===== src/rtl/sqdac_pkg.sv =====
package sqdac_pkg;
  localparam int FRAME_W = 16;
  localparam int CODE_W  = 14;
  localparam int ADDR_W  = 5;
  localparam int SEL_W   = 2;
  localparam int NCH     = 1 << SEL_W;
  localparam int CNT_W   = $clog2(FRAME_W + 1);

  typedef enum logic [1:0] {FR_DATA, FR_CTRL, FR_RSVD} frame_kind_e;

  function automatic frame_kind_e classify(input logic [FRAME_W-1:0] w);
    if (w[FRAME_W-1])      return FR_CTRL;
    else if (w[FRAME_W-2]) return FR_RSVD;
    else                   return FR_DATA;
  endfunction

  function automatic logic [ADDR_W-1:0] ctrl_addr(input logic [FRAME_W-1:0] w);
    return w[FRAME_W-2 -: ADDR_W];
  endfunction

  function automatic logic [SEL_W-1:0] ctrl_sel(input logic [FRAME_W-1:0] w);
    return w[FRAME_W-2-ADDR_W -: SEL_W];
  endfunction

  function automatic logic [CODE_W-1:0] data_code(input logic [FRAME_W-1:0] w);
    return w[CODE_W-1:0];
  endfunction
endpackage


===== src/rtl/sqdac_shifter.sv =====
module sqdac_shifter
  import sqdac_pkg::*;
#(
  parameter int SYNC_STAGES = 2
) (
  input  logic               clk,
  input  logic               rst_n,
  input  logic               sclk,
  input  logic               fsync_n,
  input  logic               sdin,
  output logic               frame_done,
  output logic [FRAME_W-1:0] frame_word
);
  logic [SYNC_STAGES-1:0] sclk_p, fs_p, din_p;
  logic                   sclk_last;
  logic [CNT_W-1:0]       bit_cnt;
  logic [FRAME_W-2:0]     shreg;
  logic                   sclk_s, fs_s, din_s, sclk_rise, take_bit;

  assign sclk_s    = sclk_p[SYNC_STAGES-1];
  assign fs_s      = fs_p[SYNC_STAGES-1];
  assign din_s     = din_p[SYNC_STAGES-1];
  assign sclk_rise = sclk_s & ~sclk_last;
  assign take_bit  = sclk_rise & ~fs_s & (bit_cnt < CNT_W'(FRAME_W));

  always_ff @(posedge clk or negedge rst_n) begin
    if (!rst_n) begin
      sclk_p    <= '0;
      fs_p      <= '1;
      din_p     <= '0;
      sclk_last <= 1'b0;
    end else begin
      sclk_p    <= {sclk_p[SYNC_STAGES-2:0], sclk};
      fs_p      <= {fs_p[SYNC_STAGES-2:0], fsync_n};
      din_p     <= {din_p[SYNC_STAGES-2:0], sdin};
      sclk_last <= sclk_s;
    end
  end

  always_ff @(posedge clk or negedge rst_n) begin
    if (!rst_n) begin
      bit_cnt <= '0;
      shreg   <= '0;
    end else if (fs_s) begin
      bit_cnt <= '0;
    end else if (take_bit) begin
      bit_cnt <= bit_cnt + 1'b1;
      shreg   <= {shreg[FRAME_W-3:0], din_s};
    end
  end

  assign frame_done = take_bit & (bit_cnt == CNT_W'(FRAME_W - 1));
  assign frame_word = {shreg, din_s};
endmodule


===== src/rtl/sqdac_decode.sv =====
module sqdac_decode
  import sqdac_pkg::*;
(
  input  logic               clk,
  input  logic               rst_n,
  input  logic [ADDR_W-1:0]  strap_addr,
  input  logic               frame_done,
  input  logic [FRAME_W-1:0] frame_word,
  output logic               addr_ok,
  output logic [NCH-1:0]     wr_en,
  output logic [CODE_W-1:0]  wr_code
);
  logic [SEL_W-1:0] sel;
  frame_kind_e      kind;

  assign kind    = classify(frame_word);
  assign wr_code = data_code(frame_word);

  always_ff @(posedge clk or negedge rst_n) begin
    if (!rst_n) begin
      addr_ok <= 1'b0;
      sel     <= '0;
    end else if (frame_done && kind == FR_CTRL) begin
      addr_ok <= (ctrl_addr(frame_word) == strap_addr);
      sel     <= ctrl_sel(frame_word);
    end
  end

  always_comb begin
    for (int i = 0; i < NCH; i++)
      wr_en[i] = frame_done && (kind == FR_DATA) && addr_ok && (sel == SEL_W'(i));
  end
endmodule


===== src/rtl/sqdac_bank.sv =====
module sqdac_bank
  import sqdac_pkg::*;
#(
  parameter logic [CODE_W-1:0] CLR_CODE = 14'h2000
) (
  input  logic                  clk,
  input  logic                  rst_n,
  input  logic                  clr_n,
  input  logic                  ldac_n,
  input  logic [NCH-1:0]        wr_en,
  input  logic [CODE_W-1:0]     wr_code,
  output logic [NCH*CODE_W-1:0] in_codes,
  output logic [NCH*CODE_W-1:0] dac_codes
);
  logic lat_rst_n;
  assign lat_rst_n = rst_n & clr_n;

  for (genvar ch = 0; ch < NCH; ch++) begin : g_ch
    logic [CODE_W-1:0] in_q, in_nxt, lat_q;
    assign in_nxt = wr_en[ch] ? wr_code : in_q;

    always_ff @(posedge clk or negedge rst_n) begin
      if (!rst_n) in_q <= CLR_CODE;
      else        in_q <= in_nxt;
    end

    always_ff @(posedge clk or negedge lat_rst_n) begin
      if (!lat_rst_n)  lat_q <= CLR_CODE;
      else if (!ldac_n) lat_q <= in_nxt;
    end

    assign in_codes[ch*CODE_W +: CODE_W]  = in_q;
    assign dac_codes[ch*CODE_W +: CODE_W] = lat_q;
  end
endmodule


===== src/rtl/sqdac_top.sv =====
module sqdac_top
  import sqdac_pkg::*;
#(
  parameter logic [CODE_W-1:0] CLR_CODE    = 14'h2000,
  parameter int                SYNC_STAGES = 2
) (
  input  logic                  clk,
  input  logic                  rst_n,
  input  logic [ADDR_W-1:0]     strap_addr,
  input  logic                  sclk,
  input  logic                  fsync_n,
  input  logic                  sdin,
  input  logic                  ldac_n,
  input  logic                  clr_n,
  output logic [NCH*CODE_W-1:0] dac_codes
);
  logic               frame_done;
  logic [FRAME_W-1:0] frame_word;
  logic               addr_ok;
  logic [NCH-1:0]     wr_en;
  logic [CODE_W-1:0]  wr_code;
  logic [NCH*CODE_W-1:0] in_codes;

  sqdac_shifter #(.SYNC_STAGES(SYNC_STAGES)) u_shift (
    .clk(clk), .rst_n(rst_n), .sclk(sclk), .fsync_n(fsync_n), .sdin(sdin),
    .frame_done(frame_done), .frame_word(frame_word));

  sqdac_decode u_dec (
    .clk(clk), .rst_n(rst_n), .strap_addr(strap_addr),
    .frame_done(frame_done), .frame_word(frame_word),
    .addr_ok(addr_ok), .wr_en(wr_en), .wr_code(wr_code));

  sqdac_bank #(.CLR_CODE(CLR_CODE)) u_bank (
    .clk(clk), .rst_n(rst_n), .clr_n(clr_n), .ldac_n(ldac_n),
    .wr_en(wr_en), .wr_code(wr_code),
    .in_codes(in_codes), .dac_codes(dac_codes));
endmodule


===== config.mk =====
export PLATFORM = sky130hd
export DESIGN_NAME = sqdac_top
export DESIGN_NICKNAME = d
export VERILOG_FILES = /design/src/rtl/sqdac_pkg.sv /design/src/rtl/sqdac_shifter.sv /design/src/rtl/sqdac_decode.sv /design/src/rtl/sqdac_bank.sv /design/src/rtl/sqdac_top.sv
export SDC_FILE = /design/constraint.sdc
export NUM_CORES = 1
export LEC_CHECK = 0
export BUFFER_PORTS_ARGS = -buffer_cell sky130_fd_sc_hd__buf_2
export CAP_MARGIN = 20
export CORE_MARGIN = 2
export CORE_UTILIZATION = 44
export CTS_CLUSTER_DIAMETER = 120
export DETAILED_ROUTE_END_ITERATION = 10
export SLEW_MARGIN = 25
export SYNTH_ARGS = -nofsm -noshare
export SYNTH_HDL_FRONTEND = slang
export SYNTH_HIERARCHICAL = 1
export SYNTH_SLANG_ARGS = --single-unit

===== constraint.sdc =====
create_clock -name clk -period 3.5 [get_ports clk]
set_input_delay 0 -clock clk [delete_from_list [all_inputs] [get_ports clk]]
set_output_delay 0 -clock clk [all_outputs]
set_load 0.005 [all_outputs]

======== After elaboration in Yosys (flattened, before gate mapping) ========
Index checks and enable logic that the tools add are counted.
word-level totals
  output and inout bits ................... 56
  logic and storage cells ................. 50
  bits in registers ....................... 142
  bits of input ports ..................... 12
cells by class
  add/sub/neg operators ................... 1
  reductions and logical operators ........ 11
  muxes and demuxes ....................... 8
  bitwise gates (word level) .............. 7
  $lt $le $gt $ge ......................... 1
  equality and inequality tests ........... 6
operators with widths
  kind                                                                   number
  14-bit 2-to-1 mux                                                      4
  5-bit 2-to-1 mux                                                       2
  1-bit logical AND                                                      7
  5-bit by 1-bit adder with 5-bit output, second input constant          1
  1-bit bitwise AND                                                      5
  5-bit by 4-bit equality test with 1-bit output, second input constant  1
  5-bit equality test                                                    1
  5-bit < comparator, second input constant                              1
  2-bit by 1-bit equality test with 1-bit output, second input constant  2
  2-bit equality test, second input constant                             2
  2-bit logical NOT                                                      2
  2-bit 2-to-1 mux                                                       2
  1-bit NOT                                                              2
  2-bit AND reduction                                                    1
  2-bit nonzero test                                                     1

======== Logic depth before layout (Yosys ltp) ========
Gate-level depths: netlist of the first run.
  word-level depth ........................ 9
  depth in mapped cells ................... 10
  mapped depth without buffers ............ 9

======== Cells and area by module ========
Netlist of the first run, hierarchy kept.
by module, submodules not included
  module         sequential area each (µm²)  instances  area an instance (µm²)  cells each
  sqdac_bank     2812.7                      1          4305.4                  235
  sqdac_shifter  678.2                       1          1011.0                  96
  sqdac_decode   75.1                        1          317.8                   34

======== Worst setup path after synthesis of the first run ========
OpenSTA, ideal clock, no wires.
  path type ............................... register -> register
  start ................................... reg u_shift.fs_p[1]
  end ..................................... reg u_bank.g_ch[0].lat_q[10]
  period minus slack after synthesis ...... 2817 ps
  path buffers ............................ 1
  data arrival time ....................... 2693 ps
  setup time .............................. 125 ps
  slack ................................... 683 ps
  cell stages (with the launch flop) ...... 8
  data required time ...................... 3375 ps
  cell sequence ........................... dfstp_2 nor4b_2 and2_1 and4bb_2 nor3b_1 buf_6 mux2_4 mux2_2
on the way
  longest elaborated chain between the ends .. 8
ends and longest elaborated chain
  element                         RTL line             source
  start: declaration              sqdac_shifter.sv:14  logic [SYNC_STAGES-1:0] sclk_p, fs_p, din_p;
  start signal: assignment        sqdac_shifter.sv:34  fs_p <= {fs_p[SYNC_STAGES-2:0], fsync_n};
  1-bit NOT (no source line)      -
  1-bit bitwise AND (2 in a row)  sqdac_shifter.sv:24  assign take_bit = sclk_rise & ~fs_s & (bit_cnt < CNT_W'(FRAME_W));
  1-bit bitwise AND               sqdac_shifter.sv:52  assign frame_done = take_bit & (bit_cnt == CNT_W'(FRAME_W - 1));
  net frame_done                  sqdac_top.sv:17      logic frame_done;
  1-bit logical AND (3 in a row)  sqdac_decode.sv:31   wr_en[i] = frame_done && (kind == FR_DATA) && addr_ok && (sel == SEL_W'(i));
  net wr_en[0]                    sqdac_top.sv:20      logic [NCH-1:0] wr_en;
  14-bit 2-to-1 mux               sqdac_bank.sv:20     assign in_nxt = wr_en[ch] ? wr_code : in_q;
  net u_bank.g_ch[0].in_nxt[10]   sqdac_bank.sv:19     logic [CODE_W-1:0] in_q, in_nxt, lat_q;
  end signal: assignment          sqdac_bank.sv:29     else if (!ldac_n) lat_q <= in_nxt;
  end: declaration                sqdac_bank.sv:19
The timed path passes the listed nets, and every way through them passes these cells.
A chain may end at the register's enable or synchronous reset.

======== Worst setup path in the final report of the first run ========
  start ................................... reg u_shift.fs_p[1]
  end ..................................... reg u_bank.g_ch[0].lat_q[1]
Same word-level chain as after synthesis.

==> results of run 1 <==
==> cell type report <==
class / count / area share
clock buffers: 20 / 0.0648
multi-input cells: 194 / 0.271
well taps: 172 / 0.0312
inverters: 1 / 0.000544
flip-flops and latches: 142 / 0.517
clock inverters: 12 / 0.0450
repair buffers: 84 / 0.0704
==> registers in the layout (all words and copies together), names as in the netlist <==
| signal | cells |
|---|---|
| u_shift/din_p | 2 |
| u_shift/sclk_last | 1 |
| u_bank/g_ch.lat_q | 56 |
| u_shift/sclk_p | 2 |
| u_dec/addr_ok | 1 |
| u_shift/shreg | 15 |
| u_shift/fs_p | 2 |
| u_dec/sel | 2 |
| u_shift/bit_cnt | 5 |
| u_bank/g_ch.in_q | 56 |
==> worst register-to-register path: stages, from the launching register on <==
cell	delay, ps
sky130_fd_sc_hd__dfstp_2	390
sky130_fd_sc_hd__nor4b_2	260
sky130_fd_sc_hd__buf_4	250
sky130_fd_sc_hd__and2_1	170
sky130_fd_sc_hd__and4bb_2	260
sky130_fd_sc_hd__nor3b_2	180
sky130_fd_sc_hd__buf_4	300
sky130_fd_sc_hd__mux2_2	390
sky130_fd_sc_hd__mux2_2	260
==> report_power, final <==
| group | switching (W) | total, W | internal [W] |
|---|---|---|---|
| clock network | 0.000652 | 0.00229 | 0.00164 |
| logic | 0.0000671 | 0.000107 | 0.0000398 |
| registers | 0.0000625 | 0.00173 | 0.00167 |
| total | 0.000782 | 0.00413 | 0.00335 |
==> stage by stage <==
step | hold WS [ps] | util | worst slack [ps]
2_1_floorplan | -296 | - | 683
3_3_place_gp | -23.3 | 0.482 | 993
3_5_place_dp | -21.8 | 0.482 | 941
4_1_cts | 89.5 | 0.549 | 936
5_1_grt | 113 | 0.549 | 733
6_report | 84.4 | 0.549 | 924
==> cells by family after synthesis <==
logic type,count (synthesis)
compound gates,6
fa+ha+maj,2
flops,142
xor+xnor,5
simple gates,66
buf+inv,29
mux,115
==> path summary, 6_finish.rpt <==
check | start | end | slack [ps] | cells past startpoint
max | u_shift/fs_p[1] | u_bank/g_ch[0].lat_q[1] | 920 | 8
min | rst_n | u_bank/g_ch[3].in_q[4] | 80 | 2
max reg2reg | u_shift/fs_p[1] | u_bank/g_ch[0].lat_q[1] | 920 | 8
min reg2reg | u_shift/sclk_p[0] | u_shift/sclk_p[1] | 350 | 0
max in group asynchronous | rst_n | u_bank/g_ch[1].lat_q[7] | 1880 | 4
min in group clk | fsync_n | u_shift/fs_p[0] | 230 | 2
==> placed cells by master, fill, tap and decap left out <==
master                          count
sky130_fd_sc_hd__o41ai_2            1
sky130_fd_sc_hd__or4b_1             1
sky130_fd_sc_hd__nor4b_2            1
sky130_fd_sc_hd__clkbuf_16         17
sky130_fd_sc_hd__and3_1             2
sky130_fd_sc_hd__or3_1              1
sky130_fd_sc_hd__dlygate4sd3_1      8
sky130_fd_sc_hd__clkbuf_1           2
sky130_fd_sc_hd__mux2i_1            1
sky130_fd_sc_hd__mux2_2            74
sky130_fd_sc_hd__xnor2_1            3
sky130_fd_sc_hd__clkbuf_8           1
sky130_fd_sc_hd__and2_1             1
sky130_fd_sc_hd__nand2_1           50
sky130_fd_sc_hd__a21oi_1            1
sky130_fd_sc_hd__nand3b_1           1
sky130_fd_sc_hd__nand2b_1           2
sky130_fd_sc_hd__dfstp_2           10
sky130_fd_sc_hd__inv_1              1
sky130_fd_sc_hd__ha_1               2
sky130_fd_sc_hd__buf_4             10
sky130_fd_sc_hd__xor2_1             2
sky130_fd_sc_hd__and2_2             1
sky130_fd_sc_hd__and3b_1            1
sky130_fd_sc_hd__nor3b_2            1
sky130_fd_sc_hd__clkinv_2           2
sky130_fd_sc_hd__bufinv_16         10
sky130_fd_sc_hd__and4bb_2           1
sky130_fd_sc_hd__nor2_1             1
sky130_fd_sc_hd__nand3_1            2
sky130_fd_sc_hd__buf_2             66
sky130_fd_sc_hd__o22ai_1            1
sky130_fd_sc_hd__dfrtp_1          132
sky130_fd_sc_hd__o21ai_0            3
sky130_fd_sc_hd__mux2_4            40
==> metal layers <==
layer / up-vias / GRT usage / part of all wire
met5: - / 0 / 0
met2: 63 / 0.252 / 0.45
met4: 0 / 0.0706 / 0.015
met1: 1497 / 0.243 / 0.49
met3: 14 / 0.0412 / 0.039
li1: 1383 / - / -
==> what timing repair did <==
action,4_1_cts,5_1_grt
buffers inserted,0,0
endpoints found under the hold margin,64,0
hold buffers,8,0
==> qor_table.md, run 1 <==
| Item | This run |
|---|---|
| Outcome | finished, final reports clean |
| 1st-pass router iterations | 4 |
| Via count of the routed design | 2957 |
| Clock latency at the later pin of the worst-skew pair | 410 ps |
| Synthesized Nets | 379 |
| Number of fillers in the final layout | 1027 |
| Share of final-layout standard cells stronger than drive strength 1 | 0.519 |
| Cell Count, Final, Fillers Out | 625 |
| Gate count of the mapped netlist | 365 |
| Worst-case vdd ir drop | 0.325 mV |
| Worst Skew | 6.10 ps |
| Top cells by instance count after synthesis | sky130_fd_sc_hd__dfrtp_1 (132), sky130_fd_sc_hd__mux2_2 (74), sky130_fd_sc_hd__nand2_1 (50), sky130_fd_sc_hd__mux2_4 (40), sky130_fd_sc_hd__buf_4 (15) |
| Register area | 0.00357 mm^2 |
| # clock sinks | 142 |
| Number of cells in the design after placement | 585 |
| Antenna cell count | 0 |
| Sequential cell area fraction in the yosys report | 0.633 |
| Largest family of logic cells by synthesized area | multiplexers |
| Leakage power figure | 3.61 nW |
| Clk buf depth | 2 |
| Area after DPL | 0.00606 mm^2 |
| Buffers plus inverters on the worst setup path | 2 |
| Worst path cell trace | nor4b_2 > buf_4 > and2_1 > and4bb_2 > nor3b_2 > buf_4 > mux2_2 > mux2_2 |
| Final min period | 2580 ps |
| Total number of placement rows | 41 |
| Adder and majority gate portion of the synthesized area | 0.00444 |
| Area of combinational cells with multiple inputs | 0.00187 mm^2 |
| CP max-delay cell | sky130_fd_sc_hd__dfstp_2 |
| Crit start category | flop |
| Post-DR vias/cell | 4.73 |
| Cell with the most instances after synthesis | sky130_fd_sc_hd__dfrtp_1 |
| Headroom to the max-slew limit | 0.417 |
| Simple-gate portion of the synthesized area | 0.0544 |
| Area leader, netlist | sky130_fd_sc_hd__dfrtp_1 |
| Worst stage delay on the critical path | 390 ps |
| GRT Total Usage | 0.171 |
| Std-Cell Core Area | 0.0126 mm^2 |
| Largest cells by area after synthesis | sky130_fd_sc_hd__dfrtp_1 (59%), sky130_fd_sc_hd__mux2_2 (15%), sky130_fd_sc_hd__mux2_4 (11%), sky130_fd_sc_hd__dfstp_2 (4.7%), sky130_fd_sc_hd__nand2_1 (3.3%) |
| Slew at the pin closest to its max-slew limit | 874 ps |
| Number of failing setup endpoints in the final timing report | 0 |
| Clk root buf | sky130_fd_sc_hd__clkbuf_16 |
| Overall Power | 0.00413 W |
| Boundary pin count | 68 |
| Final max-slew violation count | 0 |
| Predominant post-synthesis flop cell | sky130_fd_sc_hd__dfrtp_1 |
| Share of Yosys cell area claimed by the top area cell type | 0.586 |
| Start-to-end type of the worst setup path | flop to flop |
| Wire length of the first global-routing pass | 17100 um |
| Data required time at the worst endpoint | 3790 ps |
| H-tree depth reported by CTS | 4 |
| Count of nets left with antenna violations after detail routing | 0 |
| Share of flip-flops with an asynchronous set or reset | 1.00 |
| Post-route cell area | 0.00690 mm^2 |
| Wire length reported by the detailed router | 10400 um |
| Endpoints failing hold | 0 |
| Count of unique library cells instantiated by Yosys | 29 |
| Number of antenna violations at the first check in global routing | 0 |
| Flip-flop and latch count after synthesis | 142 |
| Mux cell area share after synthesis | 0.256 |
| # DRC | 0 |
| Warning count from the yosys run | 6 |
| Synth Area in Compound Gates | 0.00755 |
| Wirelength per Cell | 16.7 um |
| Count of flip-flops with a built-in enable after synthesis | 0 |
| Max Clock Freq | 0.388 GHz |
| Total negative slack | 0 ps |
| Critical Path Sink Type | flop |
| Pin count of the biggest net entering global routing | 54 |
| Number of global-route vias before repair | 3030 |
| Clock slew at the register clock pins of the worst setup and hold paths | 60 ps |
| Horiz. Die Dim | 117 um |
| Share of the clock period used by the worst path | 0.736 |
| Hpwl dp | 6680 um |
| Die outline height | 117 um |
| Number of maximum-capacitance violations | 0 |
| Worst EP arrival | 2870 ps |
| Mapped cell area | 0.00563 mm^2 |
| Crit path max-delay family | simple AND/OR/NAND/NOR gates |
| Clock buffer count from CTS | 17 |
| Worst Hold Class | primary input to async pin |
| Final weighted congestion of routability-driven global placement | 0.743 |
| Total power per unit cell area | 600 mW/mm^2 |
| Grt total ovfl | 0 |
| RSZ-0062 raised after global routing | false |
| Synthesis-to-finish area growth | 22.4% |
| Worst-path fanout max | 19 |
| CTS tree | built |
| Net count reported at finish | 454 |
| Die ar. | 0.0137 mm^2 |
| Initial core utilization | 0.448 |
| Starting DRT DRC Count | 174 |
| Gates resized, CTS repair | 0 |
| Average instance area after synthesis | 15.4 um^2 |
| Input/output buffers | 67 |
| Xor and xnor fraction of the mapped netlist area | 0.00777 |
Note: power is estimated with default switching activity, not from simulation.
==> run 2, diff against run 1 <==
==> constraint.sdc (replaced) <==
create_clock -name clk -period 2.7 [get_ports clk]
set_input_delay 0 -clock clk [delete_from_list [all_inputs] [get_ports clk]]
set_output_delay 0 -clock clk [all_outputs]
set_load 0.005 [all_outputs]
==> run 2 against run 1 <==
Against the previous run:
- total power increased by 13%
- non-clock buffer count increased by 3
- design area decreased by 1.7%
- global-route usage increased by 0.13 points
- count of clock-buffer cells in the layout decreased by 1
- largest cell class unchanged
==> qor_table.md, run 2 (synthesis results as in run 1) <==
| Item | This run | vs previous |
|---|---|---|
| Worst Hold Class | primary input to async pin |  |
| Critical Path Sink Type | flop |  |
| Clk buf depth | 2 | unchanged |
| Initial core utilization | 0.448 | unchanged |
| Worst EP arrival | 2830 ps | -40 ps |
| Endpoints failing hold | 0 | unchanged |
| Number of global-route vias before repair | 3116 | +2.8% |
| Number of failing setup endpoints in the final timing report | 0 | unchanged |
| Headroom to the max-slew limit | 0.495 | +0.0780 |
| Grt total ovfl | 0 | unchanged |
| Count of nets left with antenna violations after detail routing | 0 | unchanged |
| Post-DR vias/cell | 4.82 | +1.8% |
| Die outline height | 117 um | unchanged |
| # DRC | 0 | unchanged |
| RSZ-0062 raised after global routing | false |  |
| Final max-slew violation count | 0 | unchanged |
| Std-Cell Core Area | 0.0126 mm^2 | unchanged |
| Gates resized, CTS repair | 0 | unchanged |
| Clock buffer count from CTS | 17 | unchanged |
| Worst path cell trace | ha_1 > and3_1 > ha_1 > and2_1 > and4bb_2 > and3_1 > buf_12 > mux2_2 > mux2_2 |  |
| Hpwl dp | 6850 um | +2.6% |
| Pin count of the biggest net entering global routing | 58 | +7.4% |
| GRT Total Usage | 0.172 | +0.00134 |
| Post-CTS setup buffer count | 0 | unchanged |
| Total power per unit cell area | 691 mW/mm^2 | +15% |
| Clk root buf | sky130_fd_sc_hd__clkbuf_16 |  |
| Area after DPL | 0.00611 mm^2 | +0.78% |
| Final min period | 2530 ps | -41.8 ps |
| H-tree depth reported by CTS | 4 | unchanged |
| Number of fillers in the final layout | 1069 | +4.1% |
| Clock slew at the register clock pins of the worst setup and hold paths | 60 ps | about the same |
| Post-route cell area | 0.00678 mm^2 | -1.7% |
| Synthesis-to-finish area growth | 20.3% |  |
| CTS tree | built |  |
| Max Clock Freq | 0.395 GHz | +1.6% |
| Commonest cells after routing, fill and taps aside | sky130_fd_sc_hd__dfrtp_1 (132), sky130_fd_sc_hd__mux2_2 (74), sky130_fd_sc_hd__buf_2 (66) |  |
| Slew at the pin closest to its max-slew limit | 757 ps | -117 ps |
| Share of the clock period used by the worst path | 0.938 | +0.203 |
| Setup slack on the worst flop-to-flop path | 170 ps | -760 ps |
| Registers with the most flip-flops | u_bank/g_ch.in_q (56), u_bank/g_ch.lat_q (56), u_shift/shreg (15) |  |
| CP max-delay cell | sky130_fd_sc_hd__dfrtp_1 |  |
| Start-to-end type of the worst setup path | flop to flop |  |
| Total negative slack | 0 ps | unchanged |
| Wire length of the first global-routing pass | 17000 um | -0.32% |
| Number of maximum-capacitance violations | 0 | unchanged |
| 1st-pass router iterations | 4 | unchanged |
| Input/output buffers | 67 | unchanged |
| Worst-case vdd ir drop | 0.368 mV | +13% |
| Net count reported at finish | 457 | +0.66% |
| Outcome | finished, final reports clean |  |
| Die ar. | 0.0137 mm^2 | unchanged |
| Crit start category | flop |  |
| Total number of placement rows | 41 | unchanged |
| Worst Skew | 6.40 ps | +0.306 ps |
| Via count of the routed design | 3024 | +2.3% |
| Horiz. Die Dim | 117 um | unchanged |
| Worst stage delay on the critical path | 390 ps | about the same |
| Leading cell type in the layout, fill and taps excluded | sky130_fd_sc_hd__dfrtp_1 |  |
| Worst-path fanout max | 10 | -9 |
| Starting DRT DRC Count | 104 | -40% |
| Final weighted congestion of routability-driven global placement | 0.691 | -6.9% |
| Wirelength per Cell | 16.9 um | +1.4% |
| Boundary pin count | 68 | unchanged |
| Clock latency at the later pin of the worst-skew pair | 420 ps | about the same |
| Leakage power figure | 3.54 nW | -2.0% |
| # clock sinks | 142 | unchanged |
| Data required time at the worst endpoint | 3000 ps | -790 ps |
| Number of antenna violations at the first check in global routing | 0 | unchanged |
| Antenna cell count | 0 | unchanged |
| Wire length reported by the detailed router | 10600 um | +1.9% |
| Share of final-layout standard cells stronger than drive strength 1 | 0.526 | +0.00755 |
[run 2: path summary, 6_finish.rpt]
path / end / from / cells after the start
max: u_bank/g_ch[3].lat_q[0] / u_shift/bit_cnt[0] / 9
min: u_bank/g_ch[1].in_q[5] / rst_n / 2
max reg2reg: u_bank/g_ch[3].lat_q[0] / u_shift/bit_cnt[0] / 9
min reg2reg: u_shift/sclk_p[1] / u_shift/sclk_p[0] / 0
max in group asynchronous: u_bank/g_ch[1].lat_q[13] / rst_n / 4
min in group clk: u_shift/fs_p[0] / fsync_n / 2
[run 2: critical path: cells and delay by family (launching register included)]
| kind | cells | cell delay (ps) |
|---|---|---|
| adder cells (fa/ha/maj) | 2 | 310 |
| buffers and inverters | 1 | 200 |
| flip-flops | 1 | 390 |
| multiplexers | 2 | 610 |
| AND/OR/NAND/NOR | 4 | 910 |
[run 2: metal layers]
metal | part of all wire | vias to the layer above | track usage | wire [um]
met2 | 0.48 | 61 | 0.269 | 5060
li1 | - | 1395 | - | -
met5 | 0 | - | 0 | 0
met4 | 0.017 | 0 | 0.0706 | 176
met1 | 0.47 | 1552 | 0.228 | 5000
met3 | 0.037 | 16 | 0.0479 | 388
[run 2: per-stage QoR]
| stage | setup WS [ps] | power [W] | cells | hold slack [ps] | utilization |
|---|---|---|---|---|---|
| floorplan | 96.6 | 0.00237 | 365 | -296 | - |
| global placement | 242 | 0.00242 | 588 | -33.0 | 0.486 |
| detailed placement | 165 | 0.00243 | 588 | -30.0 | 0.486 |
| CTS | 157 | 0.00475 | 628 | 80.8 | 0.539 |
| global route | 59.5 | 0.00488 | 628 | 99.6 | 0.539 |
| finish | 166 | 0.00469 | 628 | 73.5 | 0.539 |
[run 2: power breakdown]
group	internal, W	switching (W)	leakage, nW
registers	0.00217	0.0000799	1.92
logic	0.0000542	0.0000898	1.34
clock network	0.00141	0.000887	0.278
total	0.00363	0.00106	3.54
[run 2: area by class of cell]
cell class,instances,area (um^2),share of cell area
Sequential cell,142,3570,0.526
Multi-Input combinational cell,194,1870,0.276
Timing Repair Buffer,87,533,0.0786
Clock buffer,19,453,0.0668
Tap cell,172,215,0.0318
Clock inverter,13,139,0.0205
Inverter,1,3.75,0.000554
[run 2: timing repair]
item | CTS | global route
hold endpoints to repair | 57 | 0
hold buffers | 8 | 0
setup endpoints to repair | 0 | 0
